### config.mk
export PLATFORM = sky130hd
export DESIGN_NAME = divclk_phase_detector
export DESIGN_NICKNAME = d
export VERILOG_FILES = /design/src/rtl/pfd_pkg.sv /design/src/rtl/pfd_edge_sync.sv /design/src/rtl/pfd_event_div.sv /design/src/rtl/pfd_window.sv /design/src/rtl/divclk_phase_detector.sv
export SDC_FILE = /design/constraint.sdc
export NUM_CORES = 1
export LEC_CHECK = 0
export BUFFER_PORTS_ARGS = -buffer_cell sky130_fd_sc_hd__buf_2
export CAP_MARGIN = 20
export CORE_MARGIN = 8
export CORE_UTILIZATION = 40
export DETAILED_ROUTE_END_ITERATION = 6
export GPL_ROUTABILITY_DRIVEN = 0
export PLACE_DENSITY = 0.62
export SLEW_MARGIN = 20
export SYNTH_ARGS = -nofsm -noshare
export SYNTH_HDL_FRONTEND = slang
export SYNTH_SLANG_ARGS = --single-unit
### constraint.sdc
create_clock -name clk -period 5.5 [get_ports clk]
set_clock_uncertainty 0.15 [all_clocks]
set_input_delay 0 -clock clk [delete_from_list [all_inputs] [get_ports clk]]
set_output_delay 0 -clock clk [all_outputs]
set_load 0.1 [all_outputs]
### src/rtl/pfd_pkg.sv
package pfd_pkg;

    // signed contribution of one cycle to the running difference
    typedef logic signed [1:0] step_t;

    function automatic step_t step_of(input logic ref_ev, input logic loc_ev);
        step_t s;
        case ({ref_ev, loc_ev})
            2'b10:   s = 2'sd1;
            2'b01:   s = -2'sd1;
            default: s = 2'sd0;
        endcase
        return s;
    endfunction

endpackage

### src/rtl/pfd_edge_sync.sv
module pfd_edge_sync (
    input  logic clk,
    input  logic rst,
    input  logic async_in,
    output logic rise_o
);
    typedef struct packed {
        logic s1;
        logic s2;
        logic s3;
    } sync_t;

    sync_t st_d, st_q;

    always_comb begin
        st_d    = st_q;
        st_d.s1 = async_in;
        st_d.s2 = st_q.s1;
        st_d.s3 = st_q.s2;
        rise_o  = st_q.s2 & ~st_q.s3;
    end

    always_ff @(posedge clk) begin
        if (rst) st_q <= '0;
        else     st_q <= st_d;
    end
endmodule

### src/rtl/pfd_event_div.sv
module pfd_event_div #(
    parameter int DIV_W = 16
) (
    input  logic             clk,
    input  logic             rst,
    input  logic             tick_i,
    input  logic             en_i,
    input  logic [DIV_W-1:0] setting_i,
    output logic             event_o
);
    localparam int CMP_W = DIV_W + 1;

    logic [DIV_W-1:0] cnt_d, cnt_q;
    logic [CMP_W-1:0] last_pos;

    always_comb begin
        cnt_d    = cnt_q;
        event_o  = 1'b0;
        last_pos = {1'b0, setting_i} + CMP_W'(1);
        if (tick_i && en_i) begin
            if ({1'b0, cnt_q} >= last_pos) begin
                cnt_d   = '0;
                event_o = 1'b1;
            end else begin
                cnt_d = cnt_q + DIV_W'(1);
            end
        end
    end

    always_ff @(posedge clk) begin
        if (rst) cnt_q <= '0;
        else     cnt_q <= cnt_d;
    end
endmodule

### src/rtl/pfd_window.sv
module pfd_window #(
    parameter int RATE_W = 16
) (
    input  logic              clk,
    input  logic              rst,
    input  logic              pi_tick_i,
    input  logic [RATE_W-1:0] rate_i,
    output logic              end_o
);
    logic [RATE_W-1:0] cnt_d, cnt_q;

    always_comb begin
        cnt_d = cnt_q;
        end_o = 1'b0;
        if (pi_tick_i) begin
            if (cnt_q >= rate_i) begin
                cnt_d = '0;
                end_o = 1'b1;
            end else begin
                cnt_d = cnt_q + RATE_W'(1);
            end
        end
    end

    always_ff @(posedge clk) begin
        if (rst) cnt_q <= '0;
        else     cnt_q <= cnt_d;
    end
endmodule

### src/rtl/divclk_phase_detector.sv
module divclk_phase_detector #(
    parameter int DIV_W  = 16,
    parameter int RATE_W = 16,
    parameter int ERR_W  = 21
) (
    input  logic                    clk,
    input  logic                    rst,
    input  logic                    ref_in,
    input  logic [DIV_W-1:0]        ref_div,
    input  logic [DIV_W-1:0]        loc_div,
    input  logic                    ref_cnt_en,
    input  logic                    loc_cnt_en,
    input  logic                    pi_tick,
    input  logic [RATE_W-1:0]       win_rate,
    output logic signed [ERR_W-1:0] err_o,
    output logic                    ovf_o,
    output logic                    win_o
);
    import pfd_pkg::*;

    localparam int ACC_W = ERR_W + 3;
    localparam int SUM_W = ACC_W + 1;
    localparam logic signed [ACC_W-1:0] ERR_HI  = ACC_W'((64'sd1 <<< (ERR_W - 1)) - 1);
    localparam logic signed [ACC_W-1:0] ERR_LO  = ACC_W'(-(64'sd1 <<< (ERR_W - 1)));
    localparam logic signed [SUM_W-1:0] ACC_HI  = SUM_W'((64'sd1 <<< (ACC_W - 1)) - 1);
    localparam logic signed [SUM_W-1:0] ACC_LO  = SUM_W'(-(64'sd1 <<< (ACC_W - 1)));

    typedef struct packed {
        logic signed [ACC_W-1:0] acc;
        logic signed [ERR_W-1:0] err;
        logic                    ovf;
        logic                    win;
    } det_t;

    det_t st_d, st_q;

    logic ref_rise;
    logic ref_ev;
    logic loc_ev;
    logic win_end;
    step_t step;
    logic signed [SUM_W-1:0] sum;

    pfd_edge_sync u_sync (
        .clk      (clk),
        .rst      (rst),
        .async_in (ref_in),
        .rise_o   (ref_rise)
    );

    pfd_event_div #(.DIV_W(DIV_W)) u_ref_div (
        .clk       (clk),
        .rst       (rst),
        .tick_i    (ref_rise),
        .en_i      (ref_cnt_en),
        .setting_i (ref_div),
        .event_o   (ref_ev)
    );

    pfd_event_div #(.DIV_W(DIV_W)) u_loc_div (
        .clk       (clk),
        .rst       (rst),
        .tick_i    (1'b1),
        .en_i      (loc_cnt_en),
        .setting_i (loc_div),
        .event_o   (loc_ev)
    );

    pfd_window #(.RATE_W(RATE_W)) u_win (
        .clk       (clk),
        .rst       (rst),
        .pi_tick_i (pi_tick),
        .rate_i    (win_rate),
        .end_o     (win_end)
    );

    always_comb begin
        st_d     = st_q;
        step     = step_of(ref_ev, loc_ev);
        sum      = SUM_W'(st_q.acc) + SUM_W'(step);
        st_d.win = win_end;
        if (win_end) begin
            if (st_q.acc > ERR_HI) begin
                st_d.err = ERR_HI[ERR_W-1:0];
                st_d.ovf = 1'b1;
            end else if (st_q.acc < ERR_LO) begin
                st_d.err = ERR_LO[ERR_W-1:0];
                st_d.ovf = 1'b1;
            end else begin
                st_d.err = st_q.acc[ERR_W-1:0];
                st_d.ovf = 1'b0;
            end
            st_d.acc = ACC_W'(step);
        end else if (sum > ACC_HI) begin
            st_d.acc = ACC_HI[ACC_W-1:0];
        end else if (sum < ACC_LO) begin
            st_d.acc = ACC_LO[ACC_W-1:0];
        end else begin
            st_d.acc = sum[ACC_W-1:0];
        end
    end

    always_ff @(posedge clk) begin
        if (rst) st_q <= '0;
        else     st_q <= st_d;
    end

    assign err_o = st_q.err;
    assign ovf_o = st_q.ovf;
    assign win_o = st_q.win;
endmodule

==> impl_metrics.csv, run 1 <==
group,metric,value,unit
run_status,outcome,"finished, final reports clean",
job,maxCapViolCount,0,
critical_path,worstPathArrival,5.13,ns
floorplan,start_util,40.7,%
drt,viasPerCell,5.11,
power,pwr-share-comb,7.6,%
synth,synth_nets,931,
synth,synth_area_leaders,"dfxtp_1 (28%), ha_1 (14%), xor2_1 (7.5%), nor2_1 (4.7%), xnor2_1 (4.0%)",
global_routing,antenna_found_initial,0,
power,p_seq_share,50.9,%
power,p_total,1.41,mW
final_layout,antennaDiodeCount,0,
critical_path,critPathMostFrequentCell,"ha_1",
placement,dpl_worst_slack,0.0670,ns
clocking,tritoncts,"built",
global_routing,grt_max_degree,23,
power,sw_frac_of_total,23.4,%
floorplan,coreArea,0.0172,sq mm
synth,syn-cell-area,0.00699,sq mm
synth,synth.top_cell.area_share,28.1,%
critical_path,endpoint_kind,"flop",
drt,dr.pass1.iters,4,
critical_path,cp_max_fo,10,
sta,slew-limit-headroom,33.8,%
sta,setup-violations-final,0,
drt,dr_total_vias,5589,
power,p_leak,3.83,nW
sta,timing.final.crit_share,91.0,%
sta,worst_pin_slew,0.987,ns
final_layout,final_cells,1093,
placement,place_inst,1072,
clocking,clock-sinks,98,
global_routing,grt_use_total,14.2,%
synth,synth_most_common_cell,"dfxtp_1",
power,vdd_ir_drop_max,0.173,mV
floorplan,die_w,148,microns
sta,hold_ws,0.120,ns
synth,synthTopCellsByCount,"dfxtp_1 (98), nor2_1 (87), ha_1 (78)",
synth,synth-seq-area-share,28.1,%
final_layout,syn_to_final_growth,12.5,%
floorplan,rows,48,
drt,postRouteAntennaNets,0,
power,power_frac_clock,41.4,%
sta,hold_viol_final,0,
final_layout,drive_gt1_share,19.7,%
synth,ys_types,63,
critical_path,cpPeakStageDelay,0.41,ns
drt,wl,15.1,mm
clocking,insertion_delay,0.35,ns
synth,synth_warnings,0,
global_routing,grt_pass1_wl,26.0,mm
clocking,cts.path.max_buffers,2,
global_routing,grt_overflow_total,0,
synth,ys_seq_elements,98,
critical_path,r2r_slack,0.58,ns
final_layout,final_net_count,997,
power,switchingPower,0.330,mW
clocking,cts-buffers-inserted,9,
clocking,post_cts_buffers,0,
sta,layout_setup_ws,0.492,ns
final_layout,n_fill_cell,1733,
synth,yosysTopAreaCell,"dfxtp_1",
power,intPower,1.08,mW
sta,period_needed,5.01,ns
critical_path,start_kind,"input pin",
clocking,h-tree-depth,3,
synth,ys.flop_type,"dfxtp_1",
worst_hold_path,min_path_type,"in2reg",
clocking,clock-root-buffer,"clkbuf_16",
synth,synth_area_per_cell,8.76,sq um
critical_path,crit_type,"in2reg",
synth,synth-edff-count,0,
placement,port_buffers,76,
power,p_per_area,179,mW/mm^2
sta,max_freq,0.200,GHz
clocking,clk_pin_slew,0.06,ns
critical_path,crit_slowest_cell,"fa_1",
sta,rsz0062_at_grt,"no",
floorplan,fp.dieArea,0.0220,sq mm
drt,drc,0,
critical_path,cp.required,5.62,ns
sta,slew_violations,0,
floorplan,fp.dieH,148,microns
sta,tns,0,ns
synth,synthCells,798,
global_routing,grt_pass1_vias,5536,
drt,routedWlPerCell,13.9,microns
placement,detailed_place_hpwl,11.8,mm
drt,drt_iter0_markers,229,
synth,async_flop_share,0,%
floorplan,ios,77,
[path summary, 6_finish.rpt]
kind	from	end	cells past startpoint
worst max-delay path	ref_div[0]	st_q[31]$_SDFF_PP0_	27
worst max register to register	u_loc_div.cnt_q[2]$_SDFFE_PP0P_	st_q[31]$_SDFF_PP0_	23
worst min-delay path	ref_div[14]	u_ref_div.cnt_q[1]$_SDFFE_PP0P_	5
worst min register to register	u_sync.st_d[1]$_SDFF_PP0_	u_sync.st_d[0]$_SDFF_PP0_	1
[worst max-delay path, delay by kind of cell]
kind | cells | cell delay, ns
buffers and inverters | 4 | 0.49
adder cells (fa/ha/maj) | 5 | 1.26
AO/OA/AOI/OAI | 12 | 2.27
AND/OR/NAND/NOR | 5 | 0.96
XOR/XNOR | 1 | 0.15
[area by class of cell]
class	instances	area, sq um	area share, %
clock buffer	12	246	3.13
sequential	98	1960	24.9
timing repair buffer	104	618	7.86
multi-input combinational	619	4610	58.6
tap	225	282	3.58
inverter	32	120	1.53
clock inverter	3	25.0	0.318
[cell families (layout without fill, tap and decap cells)]
logic type / count (synthesis) / after routing / synth area share [%]
AO/OA/AOI/OAI: 165 / 165 / 19.5
AND/OR/NAND/NOR: 278 / 278 / 19.7
adder cells (fa/ha/maj): 80 / 80 / 14.4
XOR/XNOR: 92 / 92 / 11.5
buffers and inverters: 81 / 151 / 6.17
multiplexers: 4 / 4 / 0.626
flip-flops: 98 / 98 / 28.1
[layout by cell type (no fill, tap or decap), types with 8 or more instances in the layout]
| cell | instances |
|---|---|
| buf_4 | 21 |
| inv_1 | 32 |
| nor2_1 | 87 |
| a22o_1 | 22 |
| nand2_1 | 54 |
| buf_2 | 76 |
| or2_2 | 19 |
| o21ai_0 | 13 |
| dfxtp_1 | 98 |
| clkbuf_16 | 9 |
| nand2b_1 | 14 |
| o211ai_2 | 21 |
| a21oi_1 | 24 |
| xnor2_1 | 32 |
| ha_1 | 78 |
| nand4_1 | 22 |
| and4_1 | 8 |
| a211oi_1 | 8 |
| a21o_1 | 31 |
| nand3_1 | 31 |
| and3_1 | 18 |
| xor2_1 | 60 |
[power by group through the flow]
stage                     Sequential (mW)  Combinational, mW  Clock [mW]
after floorplan                     0.733             0.0637           0
after global placement              0.735              0.104           0
after detailed placement            0.735              0.105           0
after CTS                           0.719              0.110       0.611
after global routing                0.719              0.124       0.632
final                               0.719              0.108       0.584
[registers in the layout (all words and copies together) (netlist names)]
register / cells
u_loc_div.cnt_q: 16
u_sync.st_d: 2
u_win.cnt_q: 16
err_o: 21
ovf_o: 1
u_ref_div.cnt_q: 16
u_sync.st_q: 1
st_q: 24
win_o: 1
[metal layers]
layer,up-vias,wire (microns),track usage [%]
met5,-,0,0
met4,0,180,3.62
met3,11,554,3.52
met2,69,6940,22.7
met1,2564,7460,18.6
li1,2945,-,-
[timing repair]
item                                   in CTS  in global routing
resized for setup                           0                  1
hold buffers                                6                  0
setup endpoints to repair                   0                 21
endpoints found under the hold margin      20                  0
[stage by stage]
| step | util, % | cell area [sq um] |
|---|---|---|
| 2_1_floorplan | - | 6990 |
| 3_3_place_gp | 43.8 | 7530 |
| 3_5_place_dp | 43.8 | 7530 |
| 4_1_cts | 45.8 | 7860 |
| 5_1_grt | 45.8 | 7870 |
| 6_report | 45.8 | 7870 |
No activity file was read; power rests on OpenSTA's default activity.
==> run 2, diff against run 1 <==
--- a/config.mk
+++ b/config.mk
@@ -7,11 +7,13 @@
 export LEC_CHECK = 0
 export BUFFER_PORTS_ARGS = -buffer_cell sky130_fd_sc_hd__buf_2
 export CAP_MARGIN = 20
+export CELL_PAD_IN_SITES_DETAIL_PLACEMENT = 0
+export CELL_PAD_IN_SITES_GLOBAL_PLACEMENT = 1
 export CORE_MARGIN = 8
 export CORE_UTILIZATION = 40
 export DETAILED_ROUTE_END_ITERATION = 6
 export GPL_ROUTABILITY_DRIVEN = 0
-export PLACE_DENSITY = 0.62
+export PLACE_DENSITY = 0.77
 export SLEW_MARGIN = 20
 export SYNTH_ARGS = -nofsm -noshare
 export SYNTH_HDL_FRONTEND = slang
==> run 2 against run 1 <==
Global-route usage increased by 0.57 points. Cell count is 0.18% higher. Clock power up 25%. Cell area grew 1.2%. Maximum frequency shrank 1.3%. First-iteration DRC count shrank 1.7%. Worst setup slack got worse by 0.068 ns. Die area unchanged. Routed wire length increased by 4.7%.
==> impl_metrics.csv, run 2 (synthesis gave the netlist of run 1 again) <==
group,metric,value,unit
clocking,clock-root-buffer,"clkbuf_16",
final_layout,antennaDiodeCount,0,
final_layout,final_cells,1095,
power,vdd_ir_drop_max,0.157,mV
power,p_leak,3.88,nW
drt,dr_total_vias,5650,
job,maxCapViolCount,0,
floorplan,fp.dieH,148,microns
final_layout,largest_reg_flops,24,
drt,routedWlPerCell,14.5,microns
sta,worst_pin_slew,0.882,ns
critical_path,crit_type,"in2reg",
drt,viasPerCell,5.16,
placement,place_area,0.00754,sq mm
critical_path,cpPeakStageDelay,0.42,ns
critical_path,cp.required,5.63,ns
floorplan,die_w,148,microns
clocking,h-tree-depth,3,
final_layout,regMostFlops,"st_q",
final_layout,n_fill_cell,1735,
clocking,cts.path.max_buffers,2,
placement,port_buffers,76,
clocking,clk_pin_slew,0.07,ns
floorplan,coreArea,0.0172,sq mm
final_layout,final_cell_mix,"dfxtp_1 (98), nor2_1 (87), ha_1 (78), buf_2 (76), xor2_1 (60)",
drt,drc,0,
run_status,outcome,"finished, final reports clean",
worst_hold_path,min_path_type,"in2reg",
sta,slew-limit-headroom,41.2,%
drt,postRouteAntennaNets,0,
drt,wl,15.9,mm
global_routing,grt_pass1_vias,5649,
floorplan,ios,77,
global_routing,grt_use_total,14.7,%
clocking,clock-sinks,98,
final_layout,final_net_count,998,
final_layout,drive_gt1_share,19.9,%
sta,hold_viol_final,0,
placement,place_inst,1073,
floorplan,rows,48,
critical_path,endpoint_kind,"flop",
placement,detailed_place_hpwl,12.3,mm
critical_path,critPathBufInv,4,
global_routing,grt_overflow_total,0,
critical_path,cp_max_fo,10,
sta,period_needed,5.08,ns
clocking,post_cts_buffers,0,
final_layout,final_area,0.00796,sq mm
final_layout,syn_to_final_growth,13.8,%
drt,drt_iter0_markers,225,
sta,setup-violations-final,0,
critical_path,worstPathArrival,5.20,ns
sta,slew_violations,0,
global_routing,grt_pass1_wl,27.0,mm
floorplan,start_util,40.7,%
clocking,tritoncts,"built",
critical_path,critPathMostFrequentCell,"ha_1",
sta,max_freq,0.197,GHz
critical_path,crit_family,"compound AO/OA/AOI/OAI gates",
floorplan,fp.dieArea,0.0220,sq mm
clocking,insertion_delay,0.35,ns
power,p_per_area,196,mW/mm^2
final_layout,layout_commonest_cell,"dfxtp_1",
global_routing,antenna_found_initial,0,
sta,rsz0062_at_grt,"no",
sta,timing.final.crit_share,92.3,%
critical_path,start_kind,"input pin",
sta,tns,0,ns
clocking,cts-buffers-inserted,9,
critical_path,crit_slowest_cell,"fa_1",
global_routing,grt_max_degree,23,
drt,dr.pass1.iters,4,
==> run 2: power by group <==
group | internal (mW) | total, mW | switching, mW
Clock | 0.458 | 0.730 | 0.271
Sequential | 0.714 | 0.719 | 0.00539
Combinational | 0.0485 | 0.109 | 0.0600
==> run 2: final cells by class <==
cell class,instances,area [sq um],share of cell area [%]
Sequential cell,98,1960,24.7
Inverter,32,120,1.51
Clock inverter,4,98.8,1.24
Tap cell,225,282,3.54
Clock buffer,12,246,3.10
Timing Repair Buffer,105,626,7.86
Multi-Input combinational cell,619,4620,58.1
==> run 2: final timing paths <==
kind                                   start                         endpoint  slack [ns]  cells past startpoint
min reg2reg        u_sync.st_d[1]$_SDFF_PP0_        u_sync.st_d[0]$_SDFF_PP0_        0.29                      1
min                              loc_div[15]  u_loc_div.cnt_q[1]$_SDFFE_PP0P_        0.14                      5
max reg2reg  u_ref_div.cnt_q[6]$_SDFFE_PP0P_              st_q[32]$_SDFF_PP0_        0.46                     22
max                               ref_div[0]              st_q[32]$_SDFF_PP0_        0.42                     27
==> run 2: stage by stage <==
step,total power [mW],hold slack [ns],setup slack [ns],utilization (%)
after floorplan,0.797,-0.0218,0.336,-
after global placement,0.839,0.111,0.127,43.9
after detailed placement,0.841,0.111,0.0605,43.9
after CTS,1.58,0.126,0.395,46.2
after global routing,1.63,0.205,0.000536,46.3
final,1.56,0.139,0.424,46.3
==> run 2: worst min-delay path, cell delays in order <==
cell	delay [ns]
buf_2	0.10
a311oi_1	0.08
buf_4	0.14
nand3b_1	0.15
a21oi_1	0.13
==> run 2: layer usage <==
layer | global-route usage, % | vias to the layer above | part of all wire [%]
met5 | 0 | - | 0
li1 | - | 2956 | -
met2 | 25.8 | 60 | 49
met3 | 3.16 | 11 | 3.2
met4 | 3.31 | 0 | 0.77
met1 | 18.1 | 2623 | 47
==> run 2: timing repair <==
| item | in CTS | in global routing |
|---|---|---|
| hold buffers | 6 | 0 |
| resized for setup | 0 | 1 |
| endpoints found under the hold margin | 18 | 0 |
| setup endpoints to repair | 0 | 1 |
